===== config.mk =====
export PLATFORM = sky130hd
export DESIGN_NAME = refdiv_pfd
export DESIGN_NICKNAME = d
export VERILOG_FILES = /design/src/rtl/refpfd_pkg.sv /design/src/rtl/refdiv_core.sv /design/src/rtl/refpfd_detector.sv /design/src/rtl/refpfd_lockwin.sv /design/src/rtl/refdiv_pfd.sv
export SDC_FILE = /design/constraint.sdc
export NUM_CORES = 1
export LEC_CHECK = 0
export BUFFER_PORTS_ARGS = -buffer_cell sky130_fd_sc_hd__clkbuf_2
export CORE_ASPECT_RATIO = 0.6
export CORE_MARGIN = 10
export CORE_UTILIZATION = 49
export DETAILED_ROUTE_END_ITERATION = 12
export PLACE_DENSITY = 0.68
export SLEW_MARGIN = 10
export SYNTH_ARGS = -nofsm -noshare
export SYNTH_HDL_FRONTEND = slang
export SYNTH_HIERARCHICAL = 1
export SYNTH_SLANG_ARGS = --single-unit

===== constraint.sdc =====
create_clock -name clk_i -period 3.15 [get_ports clk_i]
set_clock_uncertainty 0.05 [all_clocks]
set_input_delay 0.315 -clock clk_i [delete_from_list [all_inputs] [get_ports clk_i]]
set_output_delay 0.315 -clock clk_i [all_outputs]
set_load 0.03 [all_outputs]

===== src/rtl/refpfd_pkg.sv =====
package refpfd_pkg;
   // smallest accepted ratio; 2*R must leave room for a low cycle between pulses
   localparam int unsigned RATIO_MIN = 3;

   // pending comparator direction
   typedef struct packed {
      logic up;
      logic dn;
   } pfd_state_t;
endpackage


===== src/rtl/refdiv_core.sv =====
module refdiv_core
   import refpfd_pkg::*;
#(
   parameter int unsigned RATIO_W     = 11,
   parameter int unsigned RESET_RATIO = 8
) (
   input  logic               clk_i,
   input  logic               rst_ni,
   input  logic [RATIO_W-1:0] ratio_i,
   input  logic               ratio_ld_i,
   output logic               ref_pulse_o
);
   localparam int unsigned CNT_W = RATIO_W + 1;

   initial begin
      assert (RATIO_W >= 2) else $error("RATIO_W too small for minimum ratio");
      assert (RESET_RATIO >= RATIO_MIN && RESET_RATIO < (2 ** RATIO_W))
         else $error("RESET_RATIO out of range");
   end

   logic [RATIO_W-1:0] cur_q, pend_q;
   logic [CNT_W-1:0]   cnt_q, term_c;
   logic               hit_c, ld_ok_c;

   always_comb begin
      term_c  = {cur_q, 1'b0} - CNT_W'(1);
      hit_c   = (cnt_q == term_c);
      ld_ok_c = ratio_ld_i && (ratio_i >= RATIO_W'(RATIO_MIN));
   end

   always_ff @(posedge clk_i or negedge rst_ni) begin
      if (!rst_ni) begin
         cnt_q       <= '0;
         cur_q       <= RATIO_W'(RESET_RATIO);
         pend_q      <= RATIO_W'(RESET_RATIO);
         ref_pulse_o <= 1'b0;
      end else begin
         ref_pulse_o <= hit_c;
         if (hit_c) begin
            cnt_q <= '0;
            cur_q <= pend_q;
         end else begin
            cnt_q <= cnt_q + CNT_W'(1);
         end
         if (ld_ok_c) pend_q <= ratio_i;
      end
   end

   a_r1_single_pulse : assert property (@(posedge clk_i) disable iff (!rst_ni)
      ref_pulse_o |=> !ref_pulse_o);
   a_r2_switch_at_terminal : assert property (@(posedge clk_i) disable iff (!rst_ni)
      !$stable(cur_q) |-> $past(hit_c));
   a_r3_short_load_dropped : assert property (@(posedge clk_i) disable iff (!rst_ni)
      (ratio_ld_i && ratio_i < RATIO_W'(RATIO_MIN)) |=> $stable(pend_q));
endmodule


===== src/rtl/refpfd_detector.sv =====
module refpfd_detector
   import refpfd_pkg::*;
(
   input  logic       clk_i,
   input  logic       rst_ni,
   input  logic       ref_i,
   input  logic       fb_i,
   output pfd_state_t state_o,
   output logic       pair_o
);
   pfd_state_t st_q, st_d;
   logic       up_side_c, dn_side_c;

   always_comb begin
      up_side_c = st_q.up | fb_i;
      dn_side_c = st_q.dn | ref_i;
      pair_o    = up_side_c & dn_side_c;
      st_d.up   = up_side_c & ~dn_side_c;
      st_d.dn   = dn_side_c & ~up_side_c;
   end

   always_ff @(posedge clk_i or negedge rst_ni) begin
      if (!rst_ni) st_q <= '0;
      else         st_q <= st_d;
   end

   assign state_o = st_q;

   a_r6_up_ends_on_ref : assert property (@(posedge clk_i) disable iff (!rst_ni)
      (st_q.up && ref_i) |=> (!st_q.up && !st_q.dn));
   a_r6_dn_ends_on_fb : assert property (@(posedge clk_i) disable iff (!rst_ni)
      (st_q.dn && fb_i) |=> (!st_q.up && !st_q.dn));
   a_r4_fb_first_raises_up : assert property (@(posedge clk_i) disable iff (!rst_ni)
      (fb_i && !ref_i && !st_q.dn) |=> st_q.up);
endmodule


===== src/rtl/refpfd_lockwin.sv =====
module refpfd_lockwin #(
   parameter int unsigned WIN_CYC    = 4,
   parameter int unsigned LOCK_COUNT = 2
) (
   input  logic clk_i,
   input  logic rst_ni,
   input  logic pulse_i,
   input  logic pair_i,
   output logic lock_o,
   output logic overrun_o
);
   localparam int unsigned W_W = $clog2(WIN_CYC + 1);

   initial begin
      assert (WIN_CYC >= 1) else $error("WIN_CYC must be at least 1");
      assert (LOCK_COUNT >= 1) else $error("LOCK_COUNT must be at least 1");
   end

   logic [W_W-1:0] w_q;
   logic           good_c;

   always_comb begin
      overrun_o = pulse_i && (w_q >= W_W'(WIN_CYC));
      good_c    = pair_i && !overrun_o;
   end

   always_ff @(posedge clk_i or negedge rst_ni) begin
      if (!rst_ni)                      w_q <= '0;
      else if (!pulse_i || pair_i)      w_q <= '0;
      else if (w_q < W_W'(WIN_CYC))     w_q <= w_q + W_W'(1);
   end

   if (LOCK_COUNT == 1) begin : g_flag
      always_ff @(posedge clk_i or negedge rst_ni) begin
         if (!rst_ni)        lock_o <= 1'b0;
         else if (overrun_o) lock_o <= 1'b0;
         else if (good_c)    lock_o <= 1'b1;
      end
   end else begin : g_run
      localparam int unsigned OK_W = $clog2(LOCK_COUNT + 1);
      logic [OK_W-1:0] ok_q;
      always_ff @(posedge clk_i or negedge rst_ni) begin
         if (!rst_ni)                                       ok_q <= '0;
         else if (overrun_o)                                ok_q <= '0;
         else if (good_c && ok_q < OK_W'(LOCK_COUNT))       ok_q <= ok_q + OK_W'(1);
      end
      assign lock_o = (ok_q == OK_W'(LOCK_COUNT));
   end

   a_r7_lock_after_pair : assert property (@(posedge clk_i) disable iff (!rst_ni)
      $rose(lock_o) |-> $past(pair_i));
   a_r9_overrun_unlocks : assert property (@(posedge clk_i) disable iff (!rst_ni)
      overrun_o |=> !lock_o);
endmodule


===== src/rtl/refdiv_pfd.sv =====
module refdiv_pfd
   import refpfd_pkg::*;
#(
   parameter int unsigned RATIO_W     = 11,
   parameter int unsigned RESET_RATIO = 8,
   parameter int unsigned WIN_CYC     = 4,
   parameter int unsigned LOCK_COUNT  = 2
) (
   input  logic               clk_i,
   input  logic               rst_ni,
   input  logic [RATIO_W-1:0] ratio_i,
   input  logic               ratio_ld_i,
   input  logic               fb_pulse_i,
   output logic               ref_pulse_o,
   output logic               err_drive_o,
   output logic               err_en_o,
   output logic               lock_pull_o
);
   pfd_state_t st_w;
   logic       pair_w, lock_w, overrun_w, pulse_w;

   refdiv_core #(
      .RATIO_W    (RATIO_W),
      .RESET_RATIO(RESET_RATIO)
   ) u_div (
      .clk_i      (clk_i),
      .rst_ni     (rst_ni),
      .ratio_i    (ratio_i),
      .ratio_ld_i (ratio_ld_i),
      .ref_pulse_o(ref_pulse_o)
   );

   refpfd_detector u_det (
      .clk_i  (clk_i),
      .rst_ni (rst_ni),
      .ref_i  (ref_pulse_o),
      .fb_i   (fb_pulse_i),
      .state_o(st_w),
      .pair_o (pair_w)
   );

   assign pulse_w = st_w.up | st_w.dn;

   refpfd_lockwin #(
      .WIN_CYC   (WIN_CYC),
      .LOCK_COUNT(LOCK_COUNT)
   ) u_lock (
      .clk_i    (clk_i),
      .rst_ni   (rst_ni),
      .pulse_i  (pulse_w),
      .pair_i   (pair_w),
      .lock_o   (lock_w),
      .overrun_o(overrun_w)
   );

   always_comb begin
      err_drive_o = st_w.up;
      err_en_o    = pulse_w && (!lock_w || overrun_w);
      lock_pull_o = lock_w && !overrun_w;
   end

   a_r8_released_while_locked : assert property (@(posedge clk_i) disable iff (!rst_ni)
      lock_pull_o |-> !err_en_o);
   a_r5_ref_first_drives_down : assert property (@(posedge clk_i) disable iff (!rst_ni)
      (ref_pulse_o && !fb_pulse_i && !st_w.up && !lock_w) |=> (err_en_o && !err_drive_o));
endmodule


Word-level counts from Yosys, hierarchy flattened --
Index checks and enable logic that the tools add are counted.
Operators by class: $add $sub $neg 4, magnitude comparators 4, equal/unequal tests 2, mux-type cells 5, bitwise operators 8, reduce and logical (&&, ||, !) cells 13
Operators by type and width (count):
- adder 12 x 1 -> 12 bit (second input constant) | 1
- equality test 12 bit | 1
- two-way mux 12 bit | 1
- subtractor 12 x 1 -> 12 bit (second input constant) | 1
- >= comparator 11 x 2 -> 1 bit (second input constant) | 1
- logical AND 1 bit | 6
- two-way mux 3 bit | 2
- two-way mux 2 bit | 2
- nonzero test 2 bit | 2
- adder 3 x 1 -> 3 bit (second input constant) | 1
- AND 1 bit | 3
- >= comparator 3 bit (second input constant) | 1
- logical NOT 1 bit | 3
- < comparator 3 bit (second input constant) | 1
- bitwise OR 1 bit | 3
- adder 2 x 1 -> 2 bit (second input constant) | 1
- equality test 2 bit (second input constant) | 1
- logical OR 1 bit | 2
- < comparator 2 bit (second input constant) | 1
- inverter 1 bit | 2
Storage, ports and cells: register bits after elaboration 42, output and inout port bits 4

Longest topological paths before layout --
Gate-level depths: netlist of the first run.
depth after elaboration 7, depth in mapped cells 10, depth with buffers taken out 8

Modules after synthesis --
Netlist of the first run, hierarchy kept.
Modules (own cells, without submodules):
- refdiv_core | times used 1, cells an instance 155, area an instance 1825.5 µm², sequential area each 878.3 µm²
- refpfd_lockwin | times used 1, cells an instance 22, area an instance 244.0 µm², sequential area each 125.1 µm²
- refpfd_detector | times used 1, cells an instance 7, area an instance 71.3 µm², sequential area each 50.0 µm²
- refdiv_pfd | times used 1, cells an instance 4, area an instance 30.0 µm², sequential area each 0.0 µm²

Least setup slack after synthesis of the first run --
Ideal clock, no wire load.
kind register -> register, start point register u_div.cur_q[2], end point register u_div.cur_q[0], library setup time 0.125 ns, arrival time 2.467 ns, required time 2.975 ns, setup slack 0.508 ns, stages on the path, launching flop included 9, cell sequence dfrtp_1 > buf_6 > or4_1 > nor3_1 > xnor2_1 > o21ai_0 > a2111oi_4 > buf_6 > mux2_4
Between the ends: word-level cells in the longest chain between the ends 2
RTL lines:
- start: declaration | RTL line refdiv_core.sv:21 | logic [RATIO_W-1:0] cur_q, pend_q;
- start signal: assignment | RTL line refdiv_core.sv:34 | cur_q <= RATIO_W'(RESET_RATIO);
- start signal: assignment | RTL line refdiv_core.sv:41 | cur_q <= pend_q;
- subtractor 12 x 1 -> 12 bit | RTL line refdiv_core.sv:26 | term_c = {cur_q, 1'b0} - CNT_W'(1);
- equality test 12 bit | RTL line refdiv_core.sv:27 | hit_c = (cnt_q == term_c);
No other way between the ends. A chain may end at the register's enable or synchronous reset.

Worst setup path after layout of the first run --
start point register u_div.cur_q[0], end point register u_div.cur_q[10]
Same word-level chain as after synthesis.

==> results of run 1 <==
[cell families after synthesis]
| logic type | share of synthesized area |
|---|---|
| and+or+nand+nor | 0.169 |
| buffers and inverters | 0.0329 |
| adders and majority gates | 0.0231 |
| DFF | 0.485 |
| xor gates and xnor gates | 0.117 |
| muxes | 0.131 |
| AOI/OAI and AO/OA | 0.0415 |
[worst register-to-register path: stages, from the launching register on]
cell,delay [ns]
dfrtp_1,0.44
inv_1,0.08
ha_1,0.23
nor3b_2,0.42
nand2_1,0.13
xnor2_1,0.16
nand3_1,0.15
a2111oi_4,0.39
buf_4,0.28
mux2_2,0.36
[how the worst max path moves through the flow]
stage / to / slack, ns / cells after the start
2_1_floorplan: u_div/cur_q[0]$_DFFE_PN0N_ / 0.51 / 8
3_3_place_gp: u_div/cur_q[7]$_DFFE_PN0N_ / 0.49 / 7
3_5_place_dp: u_div/cur_q[10]$_DFFE_PN0N_ / 0.38 / 7
4_1_cts: u_div/cur_q[10]$_DFFE_PN0N_ / 0.36 / 7
5_1_grt: u_div/cur_q[8]$_DFFE_PN0N_ / 0.21 / 7
6_report: u_div/cur_q[10]$_DFFE_PN0N_ / 0.36 / 9
[cell type report]
| type | instances | area share |
|---|---|---|
| flip-flops and latches | 42 | 0.435 |
| multi-input cells | 133 | 0.432 |
| repair buffers | 20 | 0.0434 |
| well taps | 60 | 0.0310 |
| clock buffers | 5 | 0.0284 |
| clock inverters | 3 | 0.0186 |
| inverters | 8 | 0.0124 |
[sequential cells by signal (all words and copies together), names as in the netlist]
name,flops
u_div/pend_q,11
u_det/state_o,2
u_div/cnt_q,12
u_div/cur_q,11
u_lock/w_q,3
u_div/ref_pulse_o,1
u_lock/g_run.ok_q,2
[layer usage]
layer | part of all wire | vias up | routed length [um]
met5 | 0 | - | 0
met4 | 0.012 | 0 | 53
met3 | 0.062 | 7 | 269
met2 | 0.45 | 34 | 1960
met1 | 0.48 | 687 | 2070
li1 | - | 685 | -
[placed cells by master (no fill, tap or decap), types with 3 or more instances in the layout]
cell type  count
clkbuf_8       5
xor2_1        14
ha_1           4
mux2_2        15
nor2_1        24
clkbuf_2      18
dfrtp_1       40
inv_1          8
nand3_1        9
nor2_2         3
nand2_1        6
mux2_4         7
nor3_1         9
xnor2_1       15
[power by group through the flow]
stage / Clock (W) / Combinational [W] / Sequential [W]
after floorplan: 0 / 0.0000387 / 0.000589
after detailed placement: 0 / 0.0000662 / 0.000594
final: 0.000429 / 0.0000653 / 0.000583
after CTS: 0.000439 / 0.0000666 / 0.000584
after global routing: 0.000460 / 0.0000724 / 0.000585
after global placement: 0 / 0.0000606 / 0.000593
[metrics by stage]
stage	worst slack [ns]	utilization	area (um2)	std cells	hold WS, ns
4_1_cts	0.364	0.579	2420	271	0.132
6_report	0.359	0.579	2420	271	0.132
2_1_floorplan	0.508	-	2170	188	-0.0306
3_5_place_dp	0.379	0.551	2310	263	0.441
3_3_place_gp	0.488	0.551	2310	263	0.397
5_1_grt	0.213	0.579	2420	271	0.145
==> summary by stage, run 1 <==
Global routing
The sum of overflow across all layers after global routing is 0. The number of antenna violations at the first check in global routing is 0. In the global route stage, met3 resource usage came out at 0.0393. The number of global-route vias before repair is 1,449. In the global route stage, met2 resource usage came out at 0.182. The first-pass GRT wire length is approximately 7200 um. In the global route stage, overall resource usage came out at 0.119. The layer with the highest usage is met2.

For this run, global-route usage on met1 was measured as 0.151. The largest net degree at the start of global routing is 43.

Finish
Across the whole layout, storage elements account for 1050 um2. The combined area of the multi-input logic cells is 1050 um2. The number of antenna diodes is 0.

The total of fill cells in the finished design is around 370. In the final layout, the share of cells above drive strength 1 is 0.299. The layout overhead on the synthesized area is 11.6%. The final net count is between 200 and 250.

Synthesis
The average size of a mapped cell is 11.5 um2. Counting every net in the synthesized netlist gives 207. The fraction of registers with async set or reset after synthesis is 1.00. Of all cell types, the one taking the most synthesized area is dfrtp_1.

The post-synthesis register bit count is 42. The cell with the most instances after synthesis is dfrtp_1. For this run, the register share of the synthesized area comes to 0.485.

The most used flip-flop cell after synthesis is dfrtp_1. The post-synth design cell area is approximately 2200 um2. The netlist uses 38 different library cells. The count of yosys warnings during synthesis is 6.

The number of enable-type register cells in the synthesized netlist is 0. Of the post-synthesis cell area, the dominant cell type holds 0.461. Ranked by total cell area, the synthesized netlist is headed by dfrtp_1 (46%), mux2_2 (7.8%), xnor2_1 (6.1%).

Counting every instance in the synthesized netlist gives 188. The commonest cells after synthesis are dfrtp_1 (40), nor2_1 (24), mux2_2 (15), xnor2_1 (15), xor2_1 (14).

Floorplanning
The area of the core is about 4200 um2. The floorplan die area is 7580 um2. The width of the die is 106 um.

The initial core utilization is 0.518. The die is 71.6 um tall. 19 I/O pins were placed. The row count is 18.

Power
The internal power contribution is 0.000835 W. The post-route total power is 0.00108 W. For this design the static power due to leakage is 1.07 nW.

Of the total power, the clock network draws 0.398. VDD sags by at most about 370 uV. Of the total power, registers draw 0.541.

Of the total power, the share spent switching nets is 0.225. The total power per unit cell area is roughly 440 nW/um2. Of the total power, combinational logic draws 0.061.

The net switching component of the power is 0.000243 W.

STA
Setup violations remaining at the end of the flow were counted as 0. Setup repair after global routing left no endpoint under its margin. For the pin with the worst max-slew slack, the measured transition is about 1.2 ns. Subtracting the final worst setup slack from the clock period gives between 2 and 3 ns. The number of endpoints with negative hold slack in the final report is 0.

The top achievable clock speed is 358 MHz. In the final timing run, aggregate negative setup slack is 0 ns. The portion of the clock cycle consumed by the worst path in the final layout is 0.886. The worst pin sits at a relative slew slack of 0.225. The max-slew violation count is 0.

Routing
In the final routed layout, each cell accounts on average for 16.1 um. The DRC violation total after the first TritonRoute iteration is 62. For this block, the routed nets add up to 4350 um of wire. The count of nets left with antenna violations once routing finished came out at 0. The number of search-and-repair iterations in the first detailed-routing pass is 4. Dividing the detail-routed via count by the number of cells gives ~5.2. The total number of vias is ~1,400.

After detailed routing, the number of remaining DRC violations is 0.

Setup path
In this run the critical register-to-register path is captured at u_div/cur_q[10]$_DFFE_PN0N_. The setup slack of the worst register-to-register path is about 0.36 ns. The category of the most critical setup path is flip-flop to flip-flop. Of all nets on the critical path, the largest fanout is 11.

The category of the worst setup path capture point is a flip-flop. The worst register-to-register path has a depth of 9. Walking the worst path, the cells encountered are inv_1 -> ha_1 -> nor3b_2 -> nand2_1 -> xnor2_1 -> nand3_1 -> a2111oi_4 -> buf_4 -> mux2_2. The top cell family by delay on the critical path is simple AND/OR/NAND/NOR gates. On the worst path, the slowest cell contributes a delay of 0.44 ns. The nature of the critical path startpoint is a flip-flop. STA puts the critical path data arrival time at 2.94 ns.

The most critical setup path has its startpoint at u_div/cur_q[0]$_DFFE_PN0N_. The critical path data required time is 3.30 ns. The launch instance of the worst register-to-register path is u_div/cur_q[0]$_DFFE_PN0N_. The largest individual stage delay along the critical path comes from the cell dfrtp_1. The number of buffers and inverters on the critical path is 2.

Clock network
Gates resized during post-CTS repair numbered 0. The clock passes through at most 2 buffers. The clock tree from TritonCTS is built. The number of post-CTS setup repair buffers is 0. The root buffer cell chosen for the clock tree is clkbuf_8. TritonCTS created 5 clock buffers. Clock-pin slew was measured on the worst setup and hold paths at approximately 0.09 ns. Clock latency on the worst-skew pair, taken at its later pin, is 0.30 ns. The total number of H-tree levels is 2. The tree built by TritonCTS fans out to 42 sinks.

The count of hold buffers inserted by post-cts repair is 0.

Run
Max-cap violations in this run came to 0.

Hold path
The class of the tightest hold or removal check is input pin to async pin.

Placement
The post-DP HPWL is 3240 um. In this run the tool buffered the top-level ports with 18 buffer cells. The final weighted congestion in routability-driven placement is 0.928.

Run status
The run finished with clean final reports.
Note: power is estimated with default switching activity, not from simulation.
==> inputs of run 2 (changes only) <==
--- a/config.mk
+++ b/config.mk
@@ -11,6 +11,7 @@
 export CORE_UTILIZATION = 49
 export DETAILED_ROUTE_END_ITERATION = 12
 export PLACE_DENSITY = 0.68
+export RECOVER_POWER = 50
 export SLEW_MARGIN = 10
 export SYNTH_ARGS = -nofsm -noshare
 export SYNTH_HDL_FRONTEND = slang
==> run 2 against run 1 <==
  * The flow now finishes with violations (max-capacitance violations, max-slew violations)
  * Worst hold slack gained 0.0049 ns
  * Critical path type unchanged
  * Sequential power hardly changed
  * Flip-flop and latch count is the same
==> summary by stage, run 2 (synthesis gave the netlist of run 1 again) <==
Finish
The share of cells above drive strength 1 came to 0.294 (-0.00474). The top cell types in the final layout, fill and taps aside, are dfrtp_1 (40), nor2_1 (24), clkbuf_2 (17). The combined area of the multi-input logic cells was 1050 um2 (unchanged). The final core utilization is 0.578 (about the same). The total of fill cells in the finished design is 366 (+0.27%). The number of flip-flops in the largest register is 12 (unchanged).

The number of antenna diodes was 0 (unchanged). The layout overhead on the synthesized area is 11.6% (about the same). The largest registers in the layout are u_div/cnt_q (12), u_div/cur_q (11), u_div/pend_q (11). The register with the most flip-flops in the final layout is u_div/cnt_q. The commonest non-fill, non-tap cell in the layout is dfrtp_1. The final net count came to 229 (unchanged). The area occupied by registers came to 1050 um2 (unchanged).

Setup path
The arrival time at the worst endpoint is 2.94 ns (about the same). The worst setup path is captured at a flip-flop. The worst setup path is launched from a flip-flop. The critical path data required time is 3.30 ns (about the same). The critical-path maximum fanout came to 11 (unchanged).

The setup path with the least slack is of type flip-flop to flip-flop. The launching element of the worst setup path is u_div/cur_q[0]$_DFFE_PN0N_. The launch instance of the worst register-to-register path is u_div/cur_q[0]$_DFFE_PN0N_.

STA
The portion of the clock cycle consumed by the worst path in the final layout was 0.886 (about the same). The max-slew violation count is 43 (+43). The transition at the pin with the smallest max-transition slack came to 2.21 ns (+1.05 ns). The worst-case setup margin in the final layout came to 0.358 ns (-0.000812 ns).

The worst hold margin was 0.137 ns (+0.00488 ns). The final critical-path required period was 2.79 ns (+0.000812 ns). The number of failing setup endpoints in the final timing report is 0 (unchanged). Setup repair after global routing left no endpoint under its margin.

The headroom to the max-slew limit is -0.473 (-0.698). The number of endpoints with negative hold slack in the final report is 0 (unchanged). The accumulated negative setup slack is 0 ns (unchanged). The top achievable clock speed is 358 MHz (about the same).

Global routing
The largest net degree at the start of global routing is 43 (unchanged). The sum of overflow across all layers after global routing was 0 (unchanged). The first-pass GRT wire length came to 7200 um (unchanged). The number of antenna violations at the first check in global routing is 0 (unchanged).

The global-route total usage across every layer is 0.119 (unchanged). The number of global-route vias before repair is 1,449 (unchanged).

Routing
The final wirelength is 4360 um (about the same). The number of search-and-repair iterations in the first detailed-routing pass is 4 (unchanged). The post-detailed-route count of antenna-violating nets was 0 (unchanged). The total number of vias is 1,416 (+0.21%).

The post-route DRC violation count was 0 (unchanged). The post-detailed-route wirelength per cell was 16.1 um (about the same). The via count normalized by instance count is 5.23 (+0.21%). The DRC violation total after the first TritonRoute iteration is 62 (unchanged).

Floorplanning
The row count is 18 (unchanged). The floorplan die area is 7580 um2 (unchanged). The width of the die is 106 um (unchanged).

The number of top-level pins is 19 (unchanged). The initial core utilization is 0.518 (unchanged). The area of the core is 4190 um2 (unchanged).

The chip height is 71.6 um (unchanged).

Clock network
The number of post-CTS setup repair buffers is 0 (unchanged). The total number of H-tree levels is 2 (unchanged). The maximum clock path buffer count is 2 (unchanged). The clock-pin slew reported for the worst setup and hold paths after clock tree synthesis is 0.09 ns (about the same). The clock latency at the later pin of the worst-skew pair is 0.30 ns (about the same). The clock root buffer is clkbuf_8. The TritonCTS buffer count is 5 (unchanged).

The clock sink total came to 42 (unchanged). The post-cts resize count is 0 (unchanged). The clock tree from TritonCTS is built. The count of hold buffers inserted by post-cts repair is 0 (unchanged).

Hold path
The class of the tightest hold or removal check is input pin to flip-flop. The launch point of the worst hold path is fb_pulse_i.

Run status
The checks that failed: max-capacitance violations, max-slew violations. The run finished, with violations left.

Power
The total power per unit cell area is 445 nW/um2 (about the same). The post-route total power was 0.00108 W (about the same). The maximum vdd ir drop is 368 uV (about the same). The leakage power figure is 1.07 nW (-0.28%).

Placement
The post-DP HPWL was 3240 um (unchanged). The final weighted congestion in routability-driven placement is 0.928 (unchanged). The worst-case setup slack after placement was 0.379 ns (unchanged). The count of buffers from port buffering was 18 (unchanged).

Run
The max-cap violation count came to 1 (+1).
==> run 2: critical path, stage by stage, from the launching register on <==
cell and delay [ns]:
dfrtp_1 0.44, inv_1 0.08, ha_1 0.23, nor3b_2 0.42, nand2_1 0.13, xnor2_1 0.16
nand3_1 0.15, a2111oi_4 0.39, buf_4 0.28, mux2_2 0.35
==> run 2: layer usage <==
layer	global-route usage	vias to the layer above	part of all wire
met3	0.0393	7	0.063
met5	0	-	0
li1	-	684	-
met2	0.182	35	0.45
met4	0.0523	0	0.012
met1	0.151	690	0.47
==> run 2: final timing paths <==
path                                                     to  slack (ns)  depth (start not counted)
worst min register to register   u_det/state_o[1]$_DFF_PN0_        0.44                          1
worst min-delay path             u_det/state_o[0]$_DFF_PN0_        0.14                          2
worst max-delay path            u_div/cur_q[10]$_DFFE_PN0N_        0.36                          9
max in group asynchronous        u_div/cur_q[4]$_DFFE_PN0N_        1.18                          1
min in group asynchronous         u_lock/w_q[2]$_DFFE_PN0P_        0.61                          1
worst max register to register  u_div/cur_q[10]$_DFFE_PN0N_        0.36                          9
==> run 2: area by class of cell <==
cell class	count	share of cell area
clock inverter	3	0.0186
multi-input combinational	133	0.432
inverter	8	0.0124
sequential	42	0.435
tap	60	0.0310
clock buffer	5	0.0284
timing repair buffer	20	0.0429
==> run 2: where the power goes <==
| part | internal [W] | switching, W | total, W |
|---|---|---|---|
| sequential | 0.000567 | 0.0000161 | 0.000583 |
| clock | 0.000236 | 0.000194 | 0.000429 |
| combinational | 0.0000323 | 0.0000328 | 0.0000651 |
| total | 0.000835 | 0.000242 | 0.00108 |
==> run 2: stage by stage <==
step	cell area [um2]	instances
2_1_floorplan	2170	188
3_3_place_gp	2310	263
3_5_place_dp	2310	263
4_1_cts	2420	271
5_1_grt	2420	271
6_report	2420	271
==> inputs of run 3 (changes only) <==
--- a/config.mk
+++ b/config.mk
@@ -5,8 +5,9 @@
 export SDC_FILE = /design/constraint.sdc
 export NUM_CORES = 1
 export LEC_CHECK = 0
+export ABC_CLOCK_PERIOD_IN_PS = 3150
 export BUFFER_PORTS_ARGS = -buffer_cell sky130_fd_sc_hd__clkbuf_2
-export CORE_ASPECT_RATIO = 0.6
+export CORE_ASPECT_RATIO = 1.1
 export CORE_MARGIN = 10
 export CORE_UTILIZATION = 49
 export DETAILED_ROUTE_END_ITERATION = 12
==> run 3 against run 2 <==
  * The run still ends with max-capacitance violations, max-slew violations left
  * Worst setup slack got worse by 0.025 ns
  * Combinational power is 0.9% higher
  * Via count shrank 0.28%
  * Wire length is 13% lower
  * Critical path type unchanged
  * Highest routed layer unchanged
==> summary by stage, run 3 (synthesis gave the netlist of run 1 again) <==
Setup path
The launch instance of the worst register-to-register path is u_div/cur_q[0]$_DFFE_PN0N_. STA classifies the critical path startpoint as a flip-flop. The delay of the slowest cell on the worst path is 0.61 ns (+0.17 ns). The arrival time at the worst endpoint is 2.95 ns (about the same). The setup slack of the worst register-to-register path is 0.33 ns (-0.02 ns). The library cell contributing the largest single delay on the critical path is or4_1. The length in cells of the worst reg-to-reg path is 7 (-2).

Walking the worst path, the cells encountered are or4_1 -> nor3_1 -> xnor2_1 -> o21ai_0 -> a2111oi_4 -> buf_4 -> mux2_2. The worst register-to-register path ends at u_div/cur_q[7]$_DFFE_PN0N_. The category of the worst setup path capture point is a flip-flop. In this design, the largest share of critical-path delay is due to simple AND/OR/NAND/NOR gates.

The critical-path maximum fanout is 11 (unchanged). The count of buffering cells on the critical path with inverters included is 1 (-1). By startpoint and endpoint, the worst setup path is classified as flip-flop to flip-flop. The critical path data required time came to 3.28 ns (-0.02 ns).

Hold path
The worst hold path begins at fb_pulse_i. The worst hold path terminates at u_det/state_o[0]$_DFF_PN0_. The tightest min-delay check is of the input pin to flip-flop type.

The cell depth of the worst hold path is 2 (unchanged).

Placement
The count of buffers from port buffering is 18 (unchanged). The worst-case setup slack after placement was 0.357 ns (-0.0222 ns). The final weighted congestion in routability-driven placement came to 0.944 (+1.7%). The number of cells after detailed placement is 257 (-2.3%). The post-DP HPWL is 2970 um (-8.5%).

STA
The worst-case setup margin in the final layout is 0.333 ns (-0.0250 ns). The final critical-path required period is 2.82 ns (+0.0250 ns). The max-slew violation count is 43 (unchanged). The portion of the clock cycle consumed by the worst path in the final layout is 0.894 (+0.00792). The accumulated negative setup slack came to 0 ns (unchanged).

The number of endpoints with negative hold slack in the final report is 0 (unchanged). The number of failing setup endpoints in the final timing report was 0 (unchanged). The top achievable clock speed is 355 MHz (-0.89%). Setup repair after global routing left no endpoint under its margin.

The transition at the pin with the smallest max-transition slack is 2.14 ns (-0.0650 ns). The headroom to the max-slew limit is -0.430 (+0.0433).

Routing
The final wirelength is 3800 um (-13%). The number of search-and-repair iterations in the first detailed-routing pass is 4 (unchanged). The total number of vias is 1,412 (-0.28%).

The post-detailed-route wirelength per cell is 14.4 um (-11%). The via count normalized by instance count is 5.33 (+2.0%). The post-detailed-route count of antenna-violating nets is 0 (unchanged). The post-route DRC violation count is 0 (unchanged). The DRC violation total after the first TritonRoute iteration is 83 (+34%).

Clock network
The count of hold buffers inserted by post-cts repair is 0 (unchanged). The clock sink total is 42 (unchanged). The TritonCTS buffer count is 5 (unchanged). The clock root buffer is clkbuf_8. The total number of H-tree levels is 2 (unchanged). The maximum clock path buffer count is 2 (unchanged). The clock-pin slew reported for the worst setup and hold paths after clock tree synthesis was 0.08 ns (about the same). The number of post-CTS setup repair buffers came to 0 (unchanged).

TritonCTS built the clock tree. The post-cts resize count is 0 (unchanged). The clock latency at the later pin of the worst-skew pair is 0.29 ns (about the same).

Finish
The number of flip-flops in the largest register is 12 (unchanged). The final net count was 229 (unchanged). The total of fill cells in the finished design came to 337 (-7.9%). In the layout the commonest cells are dfrtp_1 (40), nor2_1 (24), clkbuf_2 (17). In the final layout, the registers with the most flip-flops are u_div/cnt_q (12), u_div/cur_q (11), u_div/pend_q (11).

The share of cells above drive strength 1 was 0.289 (-0.00474). Leaving out fill and tap cells, the most frequent cell in the layout is dfrtp_1. More flip-flops sit in one register than any other, and that register is u_div/cnt_q.

The layout overhead on the synthesized area is 11.1%. The number of antenna diodes is 0 (unchanged). The post-route non-filler standard cell count is 265 (-2.2%).

Floorplanning
The initial core utilization is 0.507 (-0.0117). The number of top-level pins is 19 (unchanged). The chip height came to 89.8 um (+26%). The width of the die is 83.5 um (-21%). The area of the core is 4290 um2 (+2.3%). The row count came to 25 (+7). The floorplan die area came to 7500 um2 (-1.1%).

Power
The total power per unit cell area is 440 nW/um2 (-1.0%). The maximum vdd ir drop is 326 uV (-11%). The leakage power figure is 1.07 nW (about the same).

Global routing
The number of global-route vias before repair is 1,542 (+6.4%). The sum of overflow across all layers after global routing came to 0 (unchanged). The number of antenna violations at the first check in global routing is 0 (unchanged). The first-pass GRT wire length is 6970 um (-3.2%). The global-route total usage across every layer is 0.110 (-0.00917). The largest net degree at the start of global routing was 43 (unchanged).

Run status
The final reports fail on max-capacitance violations, max-slew violations. The run finished, with violations left.

Run
The max-cap violation count is 1 (unchanged).
[run 3: cell type report]
class	count	area, um2	share of cell area
clock buffers	6	72.6	0.0301
flip-flops and latches	42	1050	0.437
clock inverters	2	37.5	0.0156
multi-input cells	133	1050	0.434
well taps	54	67.6	0.0280
repair buffers	20	104	0.0431
inverters	8	30.0	0.0125
[run 3: report_power, final]
group / switching, W / total, W / internal, W
Clock: 0.000176 / 0.000413 / 0.000236
Combinational: 0.0000331 / 0.0000657 / 0.0000327
Sequential: 0.0000158 / 0.000583 / 0.000567
[run 3: per-layer routing]
layer	GRT usage	share of wire	vias to the layer above
met2	0.182	0.48	32
met5	0	0	-
li1	-	-	686
met1	0.128	0.46	683
met3	0.0370	0.046	11
met4	0.0419	0.021	0
[run 3: how the worst max path moves through the flow]
stage / slack [ns] / to / cells past startpoint / startpoint
floorplan: 0.51 / u_div/cur_q[0]$_DFFE_PN0N_ / 8 / u_div/cur_q[2]$_DFFE_PN0N_
global placement: 0.48 / u_div/cur_q[9]$_DFFE_PN0N_ / 7 / u_div/cur_q[0]$_DFFE_PN0N_
detailed placement: 0.36 / u_div/cur_q[7]$_DFFE_PN0N_ / 7 / u_div/cur_q[0]$_DFFE_PN0N_
CTS: 0.32 / u_div/cur_q[7]$_DFFE_PN0N_ / 7 / u_div/cur_q[0]$_DFFE_PN0N_
global route: 0.16 / u_div/cur_q[10]$_DFFE_PN0N_ / 9 / u_div/cur_q[0]$_DFFE_PN0N_
finish: 0.33 / u_div/cur_q[7]$_DFFE_PN0N_ / 7 / u_div/cur_q[0]$_DFFE_PN0N_
[run 3: metrics by stage]
step	hold slack (ns)	util	area, um2	power (W)
2_1_floorplan	-0.0306	-	2170	0.000628
3_3_place_gp	0.405	0.537	2300	0.000653
3_5_place_dp	0.417	0.537	2300	0.000662
4_1_cts	0.146	0.563	2410	0.00108
5_1_grt	0.153	0.563	2410	0.00112
6_report	0.149	0.563	2410	0.00106
